File: src/rtl/irq_slice_pkg.sv
package irq_slice_pkg;

  localparam int unsigned WORD_IDX_ENABLE = 0;
  localparam int unsigned WORD_IDX_RAW    = 1;
  localparam int unsigned WORD_IDX_MASKED = 2;
  localparam int unsigned WORD_IDX_SENSE  = 3;
  localparam int unsigned WORD_IDX_MODE   = 4;
  localparam int unsigned WORD_IDX_ROUTE  = 5;

  typedef enum logic [2:0] {
    SEL_ENABLE,
    SEL_RAW,
    SEL_MASKED,
    SEL_SENSE,
    SEL_MODE,
    SEL_ROUTE,
    SEL_NONE
  } rdSel_e;

  typedef struct packed {
    logic   wrEnable;
    logic   wrSense;
    logic   wrMode;
    logic   wrRoute;
    logic   clrEvent;
    rdSel_e rdSel;
  } ctrlStrobe_t;

endpackage

File: src/rtl/irq_slice_sync.sv
module irq_slice_sync #(
  parameter int unsigned WIDTH  = 32,
  parameter int unsigned STAGES = 2
) (
  input  logic             clk,
  input  logic             rstN,
  input  logic [WIDTH-1:0] asyncIn,
  output logic [WIDTH-1:0] syncOut
);

  logic [STAGES-1:0][WIDTH-1:0] stage;

  always_ff @(posedge clk or negedge rstN) begin
    if (!rstN) stage[0] <= '0;
    else       stage[0] <= asyncIn;
  end

  generate
    for (genvar s = 1; s < STAGES; s++) begin : g_stage
      always_ff @(posedge clk or negedge rstN) begin
        if (!rstN) stage[s] <= '0;
        else       stage[s] <= stage[s-1];
      end
    end
  endgenerate

  assign syncOut = stage[STAGES-1];

endmodule

File: src/rtl/irq_slice_ctrl.sv
module irq_slice_ctrl
  import irq_slice_pkg::*;
#(
  parameter int unsigned ADDR_W = 5
) (
  input  logic [ADDR_W-1:0] busAddr,
  input  logic              busWrEn,
  output ctrlStrobe_t       strobe
);

  localparam int unsigned IDX_W = ADDR_W - 2;

  logic [IDX_W-1:0] wordIdx;
  logic             aligned;
  rdSel_e           sel;

  assign wordIdx = busAddr[ADDR_W-1:2];
  assign aligned = (busAddr[1:0] == 2'b00);

  always_comb begin
    sel = SEL_NONE;
    if (aligned) begin
      case (wordIdx)
        IDX_W'(WORD_IDX_ENABLE): sel = SEL_ENABLE;
        IDX_W'(WORD_IDX_RAW):    sel = SEL_RAW;
        IDX_W'(WORD_IDX_MASKED): sel = SEL_MASKED;
        IDX_W'(WORD_IDX_SENSE):  sel = SEL_SENSE;
        IDX_W'(WORD_IDX_MODE):   sel = SEL_MODE;
        IDX_W'(WORD_IDX_ROUTE):  sel = SEL_ROUTE;
        default:                 sel = SEL_NONE;
      endcase
    end
  end

  always_comb begin
    strobe.rdSel    = sel;
    strobe.wrEnable = busWrEn && (sel == SEL_ENABLE);
    strobe.wrSense  = busWrEn && (sel == SEL_SENSE);
    strobe.wrMode   = busWrEn && (sel == SEL_MODE);
    strobe.wrRoute  = busWrEn && (sel == SEL_ROUTE);
    strobe.clrEvent = busWrEn && (sel == SEL_RAW);
  end

endmodule

File: src/rtl/irq_slice_dp.sv
module irq_slice_dp
  import irq_slice_pkg::*;
#(
  parameter int unsigned LINES       = 32,
  parameter int unsigned SYNC_STAGES = 2
) (
  input  logic             clk,
  input  logic             rstN,
  input  logic [LINES-1:0] lineIn,
  input  logic [LINES-1:0] wrData,
  input  ctrlStrobe_t      strobe,
  output logic [LINES-1:0] rdData,
  output logic [LINES-1:0] enableReg,
  output logic [LINES-1:0] modeReg,
  output logic [LINES-1:0] routeReg,
  output logic [LINES-1:0] rawStatus,
  output logic [LINES-1:0] maskedStatus,
  output logic             irqOut,
  output logic             fiqOut
);

  logic [LINES-1:0] senseReg;
  logic [LINES-1:0] syncLine;
  logic [LINES-1:0] condNow;
  logic [LINES-1:0] condPrev;
  logic [LINES-1:0] edgeHit;
  logic [LINES-1:0] eventHeld;
  logic [LINES-1:0] eventNext;
  logic [LINES-1:0] clrMask;
  logic             irqQ;
  logic             fiqQ;

  irq_slice_sync #(
    .WIDTH (LINES),
    .STAGES(SYNC_STAGES)
  ) u_sync (
    .clk    (clk),
    .rstN   (rstN),
    .asyncIn(lineIn),
    .syncOut(syncLine)
  );

  // Sense 1 passes the pin, sense 0 inverts it.
  assign condNow = ~(syncLine ^ senseReg);
  assign edgeHit = condNow & ~condPrev;
  assign clrMask = strobe.clrEvent ? wrData : '0;

  // A new edge wins over a clear in the same cycle; level lines hold nothing.
  assign eventNext = ((eventHeld & ~clrMask) | edgeHit) & modeReg;

  always_ff @(posedge clk or negedge rstN) begin
    if (!rstN) begin
      enableReg <= '0;
      senseReg  <= '0;
      modeReg   <= '0;
      routeReg  <= '0;
      condPrev  <= '0;
      eventHeld <= '0;
    end else begin
      if (strobe.wrEnable) enableReg <= wrData;
      if (strobe.wrSense)  senseReg  <= wrData;
      if (strobe.wrMode)   modeReg   <= wrData;
      if (strobe.wrRoute)  routeReg  <= wrData;
      condPrev  <= condNow;
      eventHeld <= eventNext;
    end
  end

  generate
    for (genvar i = 0; i < LINES; i++) begin : g_line
      assign rawStatus[i] = modeReg[i] ? eventHeld[i] : condNow[i];
    end
  endgenerate

  assign maskedStatus = rawStatus & enableReg;

  always_ff @(posedge clk or negedge rstN) begin
    if (!rstN) begin
      irqQ <= 1'b0;
      fiqQ <= 1'b0;
    end else begin
      irqQ <= |(maskedStatus & ~routeReg);
      fiqQ <= |(maskedStatus & routeReg);
    end
  end

  assign irqOut = irqQ;
  assign fiqOut = fiqQ;

  always_comb begin
    case (strobe.rdSel)
      SEL_ENABLE: rdData = enableReg;
      SEL_RAW:    rdData = rawStatus;
      SEL_MASKED: rdData = maskedStatus;
      SEL_SENSE:  rdData = senseReg;
      SEL_MODE:   rdData = modeReg;
      SEL_ROUTE:  rdData = routeReg;
      default:    rdData = '0;
    endcase
  end

endmodule

File: src/rtl/irq_slice.sv
module irq_slice
  import irq_slice_pkg::*;
#(
  parameter int unsigned LINES       = 32,
  parameter int unsigned ADDR_W      = 5,
  parameter int unsigned SYNC_STAGES = 2
) (
  input  logic              clk,
  input  logic              rstN,
  input  logic [LINES-1:0]  lineIn,
  input  logic [ADDR_W-1:0] busAddr,
  input  logic              busWrEn,
  input  logic [LINES-1:0]  busWrData,
  output logic [LINES-1:0]  busRdData,
  output logic              irqOut,
  output logic              fiqOut
);

  ctrlStrobe_t      strobe;
  logic [LINES-1:0] enableReg;
  logic [LINES-1:0] modeReg;
  logic [LINES-1:0] routeReg;
  logic [LINES-1:0] rawStatus;
  logic [LINES-1:0] maskedStatus;

  irq_slice_ctrl #(
    .ADDR_W(ADDR_W)
  ) u_ctrl (
    .busAddr(busAddr),
    .busWrEn(busWrEn),
    .strobe (strobe)
  );

  irq_slice_dp #(
    .LINES      (LINES),
    .SYNC_STAGES(SYNC_STAGES)
  ) u_dp (
    .clk         (clk),
    .rstN        (rstN),
    .lineIn      (lineIn),
    .wrData      (busWrData),
    .strobe      (strobe),
    .rdData      (busRdData),
    .enableReg   (enableReg),
    .modeReg     (modeReg),
    .routeReg    (routeReg),
    .rawStatus   (rawStatus),
    .maskedStatus(maskedStatus),
    .irqOut      (irqOut),
    .fiqOut      (fiqOut)
  );

endmodule

File: config.mk
export PLATFORM = sky130hd
export DESIGN_NAME = irq_slice
export DESIGN_NICKNAME = d
export VERILOG_FILES = /design/src/rtl/irq_slice_pkg.sv /design/src/rtl/irq_slice_sync.sv /design/src/rtl/irq_slice_ctrl.sv /design/src/rtl/irq_slice_dp.sv /design/src/rtl/irq_slice.sv
export SDC_FILE = /design/constraint.sdc
export NUM_CORES = 1
export LEC_CHECK = 0
export CAP_MARGIN = 20
export CELL_PAD_IN_SITES_DETAIL_PLACEMENT = 0
export CELL_PAD_IN_SITES_GLOBAL_PLACEMENT = 1
export CORE_MARGIN = 2
export CORE_UTILIZATION = 42
export CTS_CLUSTER_SIZE = 30
export DETAILED_ROUTE_END_ITERATION = 8
export MAX_ROUTING_LAYER = met4
export PLACE_DENSITY = 0.86
export SLEW_MARGIN = 0
export SYNTH_ARGS = -nofsm -noshare
export SYNTH_HDL_FRONTEND = slang
export SYNTH_SLANG_ARGS = --single-unit
File: constraint.sdc
create_clock -name clk -period 2.3 [get_ports clk]
set_input_delay 0.46 -clock clk [delete_from_list [all_inputs] [get_ports clk]]
set_output_delay 0.46 -clock clk [all_outputs]
set_load 0.01 [all_outputs]
Word-level counts from Yosys, hierarchy flattened
Index checks and enable logic that the tools add are counted.

cells by class
  equality and inequality tests = 10
  mux-type cells = 36
  bitwise operators = 12
  reduce and logical (&&, ||, !) cells = 10

operators by type and width
  kind                  count
  $and A32 B32 Y32      6
  $pmux W32 S6          1
  $not A32 Y32          4
  $reduce_or A32 Y1     2
  $mux W1               32
  $mux W32              1
  $or A32 B32 Y32       1
  $xor A32 B32 Y32      1
  $pmux W3 S6           1
  $eq A3 B2 Y1 const B  4
  $eq A3 B3 Y1 const B  4
  $eq A3 B1 Y1 const B  2
  $logic_not A3 Y1      2
  $logic_and A1 B1 Y1   5
  $mux W3               1
  $logic_not A2 Y1      1

word-level totals
  register bits after elaboration = 258
  output and inout bits = 34
  logic and storage cells = 78

Depth between registers and ports, before layout
  depth after elaboration = 10
  gate-level depth with buffers = 7
  gate-level depth less buffers = 6

Cells and area by module
Synthesis repeated with hierarchy kept, for this count alone.

unflattened totals
  cells, all modules = 1182
  area, all modules = 12719.7 um^2

modules (own cells, without submodules)
  module          instances  cells each  area each (um^2)  seq. area each (um^2)
  irq_slice_dp    1          1072        10775.3           4854.7
  irq_slice_sync  1          96          1841.8            1601.5
  irq_slice_ctrl  1          14          102.6             0.0

Worst setup path after synthesis
No wires, ideal clock.

  path type = input port to output port
  start point = input port busAddr[4]
  end point = output port busRdData[18]
  data arrival time = 1.822 ns
  required time = 1.840 ns
  setup slack = 0.018 ns
  cell stages on the path = 7
  buffers on the path = 2
  cells stage by stage = or4b_1 clkbuf_1 nor2_1 buf_2 a21oi_1 o22ai_1 a221o_1

on the way
  word-level cells in the longest chain between the ends = 5

ends and longest elaborated chain
  element                               RTL line              text
  start, declared                       irq_slice.sv:11       input logic [ADDR_W-1:0] busAddr,
  $eq A3 B3 Y1 (tied with other cells)  irq_slice_ctrl.sv:23  case (wordIdx)
  $pmux W3 S6 (*)                       irq_slice_ctrl.sv:23
  $mux W3 (*)                           irq_slice_ctrl.sv:22  if (aligned) begin
  $eq A3 B3 Y1 (tied with other cells)  irq_slice_dp.sv:91    case (strobe.rdSel)
  $pmux W32 S6 (*)                      irq_slice_dp.sv:91
  end, declared                         irq_slice.sv:14       output logic [LINES-1:0] busRdData,

Mark *: on every way between the ends. The rest lies on a longest branch, timed or not.

Worst setup path after layout
  start point = register u_dp.senseReg[24]
  end point = output port busRdData[24]

on the way
  word-level cells in the longest chain between the ends = 5

ends and longest elaborated chain
  element                 RTL line            text
  start, declared         irq_slice_dp.sv:22  logic [LINES-1:0] senseReg;
  start signal, assigned  irq_slice_dp.sv:61  if (strobe.wrSense) senseReg <= wrData;
  $xor A32 B32 Y32 (*)    irq_slice_dp.sv:44  assign condNow = ~(syncLine ^ senseReg);
  $not A32 Y32 (*)        irq_slice_dp.sv:44
  via u_dp.condNow[24]    irq_slice_dp.sv:24  logic [LINES-1:0] condNow;
  $mux W1 (*)             irq_slice_dp.sv:71  assign rawStatus[i] = modeReg[i] ? eventHeld[i] : condNow[i];
  $and A32 B32 Y32        irq_slice_dp.sv:75  assign maskedStatus = rawStatus & enableReg;
  $pmux W32 S6 (*)        irq_slice_dp.sv:91

Mark *: on every way through the listed nets, which the timed path passes. The rest lies on a longest branch.

==> reports/summary.txt <==
Status: finished, violations left
Violated checks: setup timing
Register area share after synthesis: 0.527
Pwr Density: 842 mW/mm²
Post-synth top flop: dfrtp_1
Pre-CTS WS: -0.949 ns
Synthesized Nets: 1,200
RSZ-0062 raised after global routing: true
Least-Margin Pin Slew: 0.721 ns
R2R Setup Slk: -0.07 ns
Slowest cell delay on critical path: 0.43 ns
MaxCap Viol Count: 0
Most common cell in the synthesized netlist: dfrtp_1
FF-to-FF Start: u_dp.eventHeld[0]
FILL cells: 2,320
Top cells by area, synth: dfrtp_1, mux2_2, mux2_1, nand2_1, a21oi_1
Worst EP required: 1.84 ns
Clk network pwr share: 0.326
Power Total: 0.0144 W
Gate power share: 0.259
Worst hold path class: in2reg
Crit path DAT: 2.12 ns
Hold Vio Cnt, Final: 0
Clk_lat worst skew: 0.56 ns
R2R depth: 5
Core footprint: 0.0287 mm²
P&R area growth vs syn: 39.7%
Post-layout util: 0.596
FFs w/ async S/R, synth: 1.00
First-pass GRT wire length: 59,000 µm
Antenna violations before repair: 0
Internal power: 0.0101 W
TNS Setup: -3.70 ns
Final Cell Area: 0.0171 mm²
Setup-failing EPs final: 33
CP max FO: 2
Sw Ratio: 0.298
Top-area cell type share of the netlist area: 0.527
Yosys top cell by area: dfrtp_1
NumNets Final: 1,523
Crit path launch: u_dp.senseReg[24]
ANT cells: 0
Initial DRC Count: 1,178
Cts bufs inserted: 29
Final ANT Viol Nets: 0
Yosys warnings: 0
CTS Root Cell: clkbuf_16
Die footprint: 0.0306 mm²
Routed wire length: 39,200 µm
Post-Route Skew: 0.0176 ns
Total track usage: 0.257
Die H: 175 µm
Post-synthesis cell type count: 62
Synth Cell Area: 0.0123 mm²
Largest net degree at the start of global routing: 60
Register bit count reported by yosys: 258
CTS tree: built
HP Start: lineIn[2]
Number of global-route vias before repair: 10,400
Hold-critical path endpoint: u_dp.u_sync.stage[2]
CP Cell Sequence: xor2_2, inv_1, mux2i_1, o21ai_1, a222oi_1, nand2_1, buf_2
Placement row count: 62
Global route overflow: 0
Hold path depth: 1
F_max: 0.388 GHz
Layout cell share with drive strength beyond 1: 0.347
DIE WIDTH: 175 µm
# IOs: 106
CTS clk-pin slew, worst paths: 0.06 ns
Clock Sinks: 258
Placed inst area: 0.0149 mm²
Startpoint Class: flip-flop
VDD IR-drop max: 0.569 mV
Post-DP HPWL: 25,200 µm
Vias per cell: 5.80
Lkg Pwr: 7.64 nW
Final period util: 1.12
Number of buffers added on ports: 105
H-tree lvl count: 1
Final Max Tran Viols: 0
Initial Util: 0.427
WL/cell: 21.1 µm
Worst-case clock buffer depth: 3
Post-synth EDFFs: 0
Slew margin rel.: 0.512
Post-Synthesis Cells: 1,128
Most frequent cells after synthesis: dfrtp_1, nand2_1, mux2_2
Placer congestion estimate: 0.927
Fin crit period: 2.58 ns
Vias post-DR: 10,800
Final routed DRC violation total: 0
Final setup margin: -0.275 ns
Terminus of the critical flop-to-flop path: u_dp.fiqOut
Critical path endpoint category: primary output
CP max-delay cell: dfrtp_1
Reg power frac: 0.415
CP Class: reg2out
Pre-antenna DRT Iters: 6
Net Sw Power: 0.00430 W
Post-Syn Area per Cell: 10.9 µm²
## cell families after synthesis
| group | Yosys count | synth area share |
|---|---|---|
| flops | 258 | 0.527 |
| simple gates | 366 | 0.158 |
| mux | 134 | 0.123 |
| buf+inv | 100 | 0.0355 |
| compound gates | 238 | 0.134 |
| xor+xnor | 32 | 0.0229 |
## per-stage QoR
stage               hold slack [ns]  instances
floorplan                     0.164       1128
global placement              0.332       1717
detailed placement            0.335       1717
CTS                           0.328       1829
global route                  0.335       1857
finish                        0.340       1857
## cells in the final DEF, fill, tap and decap left out, types with 8 or more instances in the layout
| cell type | synthesis | final |
|---|---|---|
| buf_4 | 2 | 193 |
| dfrtp_2 | 0 | 15 |
| nand4_1 | 24 | 24 |
| nor4b_1 | 14 | 13 |
| nor4_1 | 15 | 12 |
| mux2_1 | 48 | 48 |
| nand3_1 | 17 | 17 |
| clkdlybuf4s50_1 | 0 | 67 |
| buf_6 | 6 | 32 |
| nor3_1 | 36 | 26 |
| dfrtp_1 | 258 | 243 |
| nor2_1 | 47 | 46 |
| clkbuf_16 | 0 | 29 |
| nor2b_1 | 39 | 38 |
| o21ai_1 | 0 | 15 |
| xor2_1 | 28 | 14 |
| nand2_1 | 117 | 116 |
| mux2_2 | 82 | 82 |
| a222oi_1 | 24 | 24 |
| o21ai_0 | 34 | 15 |
| nand4b_1 | 16 | 16 |
| o211ai_1 | 15 | 15 |
| clkbuf_1 | 38 | 10 |
| xor2_2 | 0 | 13 |
| a21oi_1 | 59 | 54 |
| clkinv_2 | 0 | 8 |
| a22oi_1 | 23 | 21 |
| o22ai_1 | 25 | 23 |
| buf_2 | 6 | 32 |
| inv_1 | 38 | 37 |
| buf_12 | 0 | 22 |
| nor3_2 | 1 | 9 |
| o31a_1 | 9 | 9 |
| nand2b_1 | 9 | 9 |
## what timing repair did
action	CTS	global route
gates resized for setup	233	73
setup endpoints to repair	34	34
hold buffers	1	0
cloned	6	0
setup buffers	66	34
pin swaps	77	72
endpoints found under the hold margin	36	0
## routing by layer
metal,GRT usage,wire (µm),share of wire
met1,0.349,16600,0.42
met2,0.389,18000,0.46
met3,0.0479,3410,0.087
met4,0.0889,1290,0.033
met5,-,0,0
## layout make-up
cell class | count | area, µm² | area share
Timing Repair Buffer | 354 | 3260 | 0.191
Tap cell | 384 | 480 | 0.0281
Clock inverter | 12 | 160 | 0.00936
Clock buffer | 41 | 791 | 0.0462
Sequential cell | 258 | 6470 | 0.378
Inverter | 38 | 143 | 0.00833
Multi-Input combinational cell | 770 | 5810 | 0.339
## state kept, by name, indices dropped and copies added (netlist names)
name,cells
u_dp.enableReg,32
u_dp.fiqOut,1
u_dp.eventHeld,32
u_dp.u_sync.stage,32
u_dp.irqOut,1
u_dp.u_sync.syncOut,32
u_dp.routeReg,32
u_dp.senseReg,32
u_dp.modeReg,32
u_dp.condPrev,32
## worst max-delay path by stage
stage	end	slack, ns	depth (start not counted)
final	busRdData[24]	-0.28	7
after global routing	busRdData[24]	-0.38	7
after detailed placement	busRdData[6]	-0.95	7
after global placement	busRdData[6]	-0.99	7
after floorplan	busRdData[18]	0.02	7
after CTS	busRdData[29]	-0.27	6
## power by group through the flow
stage               sequential [W]  clock, W  combinational (W)
finish                     0.00598   0.00470            0.00373
global route               0.00607   0.00495            0.00402
CTS                        0.00590   0.00474            0.00342
detailed placement         0.00598         0            0.00308
global placement           0.00594         0            0.00300
floorplan                  0.00587         0            0.00166
## worst max-delay path, delay by kind of cell, from the launching register on
family	cells	cell delay [ns]
XOR/XNOR	1	0.21
buffers and inverters	2	0.25
AND/OR/NAND/NOR	1	0.16
flip-flops	1	0.43
multiplexers	1	0.18
AO/OA/AOI/OAI	2	0.35
No activity file was read; power rests on OpenSTA's default activity.
